$ cat src/rtl/gx_pkg.sv
package gx_pkg;

  localparam int unsigned GX_W     = 64;
  localparam int unsigned GX_FRAC  = 52;
  localparam int unsigned GX_BIAS  = 1023;

  typedef logic [GX_W-1:0] gx_word_t;

  typedef struct packed {
    gx_word_t val;
    logic     inv;
    logic     den;
  } gx_res_t;

  // number of zeros above the highest set bit of a non-zero fraction
  function automatic int gx_lead_zeros(input logic [GX_FRAC-1:0] f);
    int  cnt;
    logic hit;
    cnt = GX_FRAC;
    hit = 1'b0;
    for (int i = GX_FRAC - 1; i >= 0; i--) begin
      if (!hit && f[i]) begin
        cnt = GX_FRAC - 1 - i;
        hit = 1'b1;
      end
    end
    return cnt;
  endfunction

  // signed integer (|e| < 2048) to double
  function automatic gx_word_t gx_int_to_dp(input int e);
    int       mag;
    int       p;
    gx_word_t wide;
    logic [10:0] bexp;
    mag = (e < 0) ? -e : e;
    if (mag == 0) return '0;
    p = 0;
    for (int b = 0; b < 11; b++) begin
      if (mag[b]) p = b;
    end
    wide = gx_word_t'(mag) << (GX_FRAC - p);
    bexp = 11'(GX_BIAS + p);
    return {(e < 0), bexp, wide[GX_FRAC-1:0]};
  endfunction

  // floor(log2|x|) as a double, with special cases and flags
  function automatic gx_res_t gx_getexp(input gx_word_t x, input logic daz);
    gx_res_t r;
    logic [10:0] ex;
    logic [GX_FRAC-1:0] fr;
    ex = x[62:52];
    fr = x[51:0];
    r  = '0;
    if (ex == 11'h7FF) begin
      if (fr != '0) begin
        r.val = x | (gx_word_t'(1) << 51);
        r.inv = ~fr[51];
      end else begin
        r.val = 64'h7FF0_0000_0000_0000;
      end
    end else if (ex == '0 && (fr == '0 || daz)) begin
      r.val = 64'hFFF0_0000_0000_0000;
    end else if (ex == '0) begin
      r.val = gx_int_to_dp(-int'(GX_BIAS) - gx_lead_zeros(fr));
      r.den = 1'b1;
    end else begin
      r.val = gx_int_to_dp(int'(ex) - int'(GX_BIAS));
    end
    return r;
  endfunction

endpackage

$ cat src/rtl/gx_lane_ctl.sv
module gx_lane_ctl #(
  parameter int unsigned LANES = 8
) (
  input  logic [1:0]       vl_sel_i,
  input  logic [LANES-1:0] mask_i,
  input  logic             mask_en_i,
  output logic [LANES-1:0] lane_range_o,
  output logic [LANES-1:0] lane_live_o
);

  int unsigned lane_cnt;

  always_comb begin
    lane_cnt = 2 << vl_sel_i;
    if (lane_cnt > LANES) lane_cnt = LANES;
  end

  for (genvar j = 0; j < LANES; j++) begin : g_lane
    assign lane_range_o[j] = (j < lane_cnt);
    assign lane_live_o[j]  = lane_range_o[j] & (mask_i[j] | ~mask_en_i);
  end

endmodule

$ cat src/rtl/gx_lane_unit.sv
module gx_lane_unit
  import gx_pkg::*;
(
  input  gx_word_t src_i,
  input  gx_word_t prev_i,
  input  logic     in_range_i,
  input  logic     live_i,
  input  logic     zero_mode_i,
  input  logic     daz_i,
  output gx_word_t res_o,
  output logic     inv_o,
  output logic     den_o
);

  gx_res_t calc;

  always_comb begin
    calc = gx_getexp(src_i, daz_i);
    if (!in_range_i)      res_o = '0;
    else if (live_i)      res_o = calc.val;
    else if (zero_mode_i) res_o = '0;
    else                  res_o = prev_i;
    inv_o = live_i & calc.inv;
    den_o = live_i & calc.den;
  end

endmodule

$ cat src/rtl/vexp_lane_wrap.sv
module vexp_lane_wrap
  import gx_pkg::*;
#(
  parameter int unsigned LANES = 8,
  localparam int unsigned VEC_W = LANES * GX_W
) (
  input  logic             clk,
  input  logic             rst_n,
  input  logic [VEC_W-1:0] src_i,
  input  logic [VEC_W-1:0] prev_dst_i,
  input  logic [LANES-1:0] mask_i,
  input  logic             mask_en_i,
  input  logic             zero_mode_i,
  input  logic             bcast_i,
  input  logic             mem_src_i,
  input  logic [1:0]       vl_sel_i,
  input  logic             daz_i,
  input  logic [3:0]       rsvd_i,
  output logic [VEC_W-1:0] dst_o,
  output logic             inv_o,
  output logic             den_o,
  output logic             ud_o
);

  logic [LANES-1:0] lane_range;
  logic [LANES-1:0] lane_live;
  logic [LANES-1:0] lane_inv;
  logic [LANES-1:0] lane_den;
  logic [VEC_W-1:0] vec_res;
  logic             ud_now;
  logic             use_bcast;

  assign ud_now    = (rsvd_i != 4'b1111);
  assign use_bcast = bcast_i & mem_src_i;

  gx_lane_ctl #(.LANES(LANES)) u_ctl (
    .vl_sel_i     (vl_sel_i),
    .mask_i       (mask_i),
    .mask_en_i    (mask_en_i),
    .lane_range_o (lane_range),
    .lane_live_o  (lane_live)
  );

  for (genvar j = 0; j < LANES; j++) begin : g_unit
    gx_word_t lane_src;
    assign lane_src = use_bcast ? src_i[GX_W-1:0] : src_i[j*GX_W +: GX_W];

    gx_lane_unit u_unit (
      .src_i       (lane_src),
      .prev_i      (prev_dst_i[j*GX_W +: GX_W]),
      .in_range_i  (lane_range[j]),
      .live_i      (lane_live[j]),
      .zero_mode_i (zero_mode_i),
      .daz_i       (daz_i),
      .res_o       (vec_res[j*GX_W +: GX_W]),
      .inv_o       (lane_inv[j]),
      .den_o       (lane_den[j])
    );
  end

  always_ff @(posedge clk or negedge rst_n) begin
    if (!rst_n) begin
      dst_o <= '0;
      inv_o <= 1'b0;
      den_o <= 1'b0;
      ud_o  <= 1'b0;
    end else if (ud_now) begin
      dst_o <= prev_dst_i;
      inv_o <= 1'b0;
      den_o <= 1'b0;
      ud_o  <= 1'b1;
    end else begin
      dst_o <= vec_res;
      inv_o <= |lane_inv;
      den_o <= |lane_den;
      ud_o  <= 1'b0;
    end
  end

endmodule

$ cat config.mk
export PLATFORM = sky130hd
export DESIGN_NAME = vexp_lane_wrap
export DESIGN_NICKNAME = d
export VERILOG_FILES = /design/src/rtl/gx_pkg.sv /design/src/rtl/gx_lane_ctl.sv /design/src/rtl/gx_lane_unit.sv /design/src/rtl/vexp_lane_wrap.sv
export SDC_FILE = /design/constraint.sdc
export NUM_CORES = 2
export LEC_CHECK = 0
export BUFFER_PORTS_ARGS = -buffer_cell sky130_fd_sc_hd__buf_2
export CAP_MARGIN = 40
export CORE_AREA = 2 2 599 601
export CTS_BUF_LIST = sky130_fd_sc_hd__clkbuf_8
export DETAILED_ROUTE_END_ITERATION = 12
export DIE_AREA = 0 0 601 603
export PLACE_DENSITY = 0.44
export REMOVE_ABC_BUFFERS = 1
export SYNTH_ARGS = -nofsm -noshare
export SYNTH_HDL_FRONTEND = slang
export SYNTH_HIERARCHICAL = 1
export SYNTH_SLANG_ARGS = --single-unit
export TNS_END_PERCENT = 5
$ cat constraint.sdc
create_clock -name clk -period 0.8 [get_ports clk]
set_input_delay 0.08 -clock clk [delete_from_list [all_inputs] [get_ports clk]]
set_output_delay 0.08 -clock clk [all_outputs]
set_load 0.005 [all_outputs]
==> summary.md <==
| Metric | Value |
|---|---|
| Outcome | `complete, but fails checks` |
| Failing checks | `negative hold slack, negative setup slack` |
| Post-Route WL | `between 500000 and 600000 um` |
| Final Hold Fails | `roughly 180` |
| Antenna violations before repair | `288` |
| CTS max path bufs | `4` |
| Yosys reg bits | `between 500 and 600` |
| WP data required | `1.67 ns` |
| Die H | `603 um` |
| Layout cells sized above 1 | `between 40 and 50%` |
| CP Class | `in -> reg` |
| Period utilization | `602%` |
| GRT busiest layer | `met2` |
| Fmax | `about 210 MHz` |
| First-pass GRT wire length | `~770000 um` |
| Detailed Place HPWL | `about 500000 um` |
| Unrepaired setup endpoints after global routing | `true` |
| Root Driver | `clkbuf_8` |
| # clock sinks | `~500` |
| Max VDD drop | `between 0.001 and 0.0015 V` |
| Setup Viol. Count Final | `1063` |
| Max cap viols | `0` |
| Initial DRT Pass Iterations | `6` |
| Commonest non-fill, non-tap cell in the layout | `buf_4` |
| Worst Hold Class | `in -> reg` |
| CTS tree | `done` |
| Worst rel slew slack | `around 46%` |
| DR WL/cell | `about 32 um` |
| Synthesized area | `around 61000 sq um` |
| Row count | `~220` |
| Worst EP arrival | `~5.7 ns` |
| Placed inst area | `97700 sq um` |
| Starting density of the core | `17.3%` |
| Fin worst setup slack | `-4.02 ns` |
| Initial DRC Count | `8507` |
| Commonest cells after routing, fill and taps aside | `buf_4 (3001), buf_2 (1553), dlygate4sd3_1 (1008)` |
| Grt total ovfl | `0` |
| Final Instance Area | `~120000 sq um` |
| Syn-to-layout area delta | `91.0%` |
| Met2 Use GR | `49.1%` |
| Synth unique cells | `143` |
| TritonCTS Buffers | `between 100 and 150` |
| Startpoint types | `input port` |
| Async set-reset flop share out of synthesis | `between 90% and 100%` |
| Vias post-DR | `about 91000` |
| Die Area | `approximately 360000 sq um` |
| Pwr per Cell Area | `1370 nW/um^2` |
| Post-route DRC | `0` |
| Largest net degree at the start of global routing | `44` |
| Design Power | `roughly 160 mW` |
| Cell count after synthesis | `between 7000 and 8000` |
| Fin crit period | `4.82 ns` |
| Port Buf Inserts | `1559` |
| Vias in the first global route | `88900` |
| Crit end category | `flop` |
| Clock transition at path regs | `0.08 ns` |
| Least-Margin Pin Slew | `roughly 0.81 ns` |
| Prevailing post-synth register cell | `dfrtp_1` |
| LEAKAGE | `roughly 54 nW` |
| Hold Slack | `-0.295 ns` |
| Placer Congestion | `between 1 and 1.5` |
| Layout Nets | `about 14000` |
| I/O pin count | `around 1600` |
| Number of flops mapped to enable cells by yosys | `0` |
| Fin. max-slew vios | `0` |
| Met3 Use GR | `between 7 and 8%` |
| Die X | `~600 um` |
| Vias per cell | `~5` |
| Mapped Avg Cell Area | `just under 8 sq um` |
| ANT nets after route | `0` |
| Seq/Total Area, Yosys | `a little over a fifth` |
| Grt met1 use | `37.4%` |
| Core box area | `355000 sq um` |
| Total GRT Usage | `between 30% and 40%` |
| CP max FO | `9` |
| H-tree Lvls | `3` |
| YS warnings | `6` |
==> registers in the layout, indices dropped and copies added, names as in the netlist <==
signal,cells
dst_o,512
den_o,1
inv_o,1
ud_o,1
==> layout make-up <==
type / instances / area [sq um]
inverter: 242 / 955
sequential: 515 / 12900
fill: 38000 / 238000
timing repair buffer: 5885 / 46100
clock buffer: 130 / 1790
multi-input combinational: 6452 / 48900
tap: 4751 / 5940
antenna: 160 / 400
clock inverter: 63 / 500
==> final timing paths <==
check                      depth (start not counted)       start  slack (ns)                   end
max                                               27   mem_src_i       -4.02  dst_o[495]$_DFF_PN0_
max in group asynchronous                          5       rst_n       -0.03  dst_o[357]$_DFF_PN0_
min in group asynchronous                          4       rst_n        0.13  dst_o[216]$_DFF_PN0_
min                                                6  src_i[406]       -0.29  dst_o[406]$_DFF_PN0_
==> critical path, cell delays in order <==
cell,delay (ns)
buf_16,0.13
nand2_8,0.15
buf_8,0.18
buf_4,0.13
buf_6,0.15
a21o_1,0.20
nor4_4,0.29
nand2_1,0.16
buf_6,0.16
nor4_4,0.25
buf_4,0.16
a32o_2,0.17
and3b_2,0.23
inv_2,0.08
ha_4,0.15
nand2_4,0.06
nor2_4,0.15
ha_4,0.22
or4b_4,0.57
a31oi_4,0.19
or3b_4,0.43
ha_4,0.25
buf_6,0.14
or3_4,0.39
a31oi_4,0.21
a21oi_2,0.07
mux2_4,0.27
==> where the power goes <==
part / switching, mW / total, mW / leakage [nW] / internal, mW
clock: 15.2 / 32.2 / 1.26 / 17.0
combinational: 52.8 / 99.7 / 47.2 / 46.9
sequential: 0.751 / 28.5 / 6.06 / 27.7
==> routing by layer <==
metal / share of wire, % / wire length, um / vias up
li1: - / - / 40700
met1: 40 / 234000 / 44900
met2: 45 / 262000 / 4257
met3: 7.8 / 46000 / 1278
met4: 7.8 / 45900 / 122
met5: 0.14 / 806 / -
==> Yosys cell counts, types with 36 or more instances <==
| master | instances | area share, % |
|---|---|---|
| clkbuf_1 | 350 | 2.1 |
| a21o_1 | 509 | 6.2 |
| nor4_1 | 115 | 1.2 |
| a32oi_1 | 46 | 0.66 |
| ha_1 | 80 | 1.6 |
| a311oi_1 | 56 | 0.80 |
| or2_2 | 36 | 0.37 |
| nor3b_1 | 61 | 0.75 |
| inv_1 | 223 | 1.4 |
| nand3_1 | 229 | 1.9 |
| a31oi_1 | 101 | 1.0 |
| a22oi_1 | 311 | 3.8 |
| xor2_1 | 41 | 0.58 |
| nor2_1 | 931 | 5.7 |
| and2_1 | 67 | 0.68 |
| buf_6 | 65 | 1.2 |
| o31ai_1 | 63 | 0.77 |
| nand4_1 | 74 | 0.75 |
| o21ai_0 | 261 | 2.1 |
| or4_1 | 45 | 0.55 |
| mux2i_1 | 88 | 1.4 |
| nor2b_1 | 76 | 0.77 |
| a211o_1 | 52 | 0.74 |
| mux2_2 | 187 | 3.4 |
| a21oi_1 | 509 | 4.1 |
| o211ai_1 | 68 | 0.83 |
| a211oi_1 | 121 | 1.5 |
| and4_1 | 39 | 0.56 |
| buf_2 | 137 | 1.1 |
| nand2b_1 | 70 | 0.71 |
| nand2_1 | 410 | 2.5 |
| o21ai_1 | 66 | 0.54 |
| xnor2_1 | 98 | 1.4 |
| or3_1 | 85 | 0.87 |
| mux2_1 | 353 | 6.5 |
| a221oi_1 | 43 | 0.61 |
| nor3_1 | 256 | 2.1 |
| and3_1 | 141 | 1.4 |
| dfrtp_1 | 515 | 21 |
==> through the flow <==
stage	instances	util, %	hold WS [ns]	TNS (ns)	setup slack [ns]
2_1_floorplan	7209	-	-0.216	-9871.08	-19.25
3_3_place_gp	16600	27.5	0.0397	-2088.81	-5.88
3_5_place_dp	16600	27.5	0.0397	-2085.21	-5.78
4_1_cts	17900	31.9	-0.402	-1757.47	-3.92
5_1_grt	18100	33.0	-0.326	-1857.99	-4.08
6_report	18200	33.0	-0.295	-1786.73	-4.02
==> cells by family after synthesis <==
group / share of synthesized area (%)
simple gates: 25.2
compound gates: 30.9
buf+inv: 6.55
mux: 12.2
flops: 21.0
xor+xnor: 2.45
fa+ha+maj: 1.64
other cells: 0.00610
==> what timing repair did <==
action | 4_1_cts | 5_1_grt
gates resized for setup | 534 | 556
gates cloned | 12 | 7
pin swaps | 157 | 298
buffers inserted | 83 | 114
hold buffers | 1005 | 3
hold endpoints to repair | 1028 | 220
setup endpoints to repair | 1029 | 1041
No activity file was read; power rests on OpenSTA's default activity.
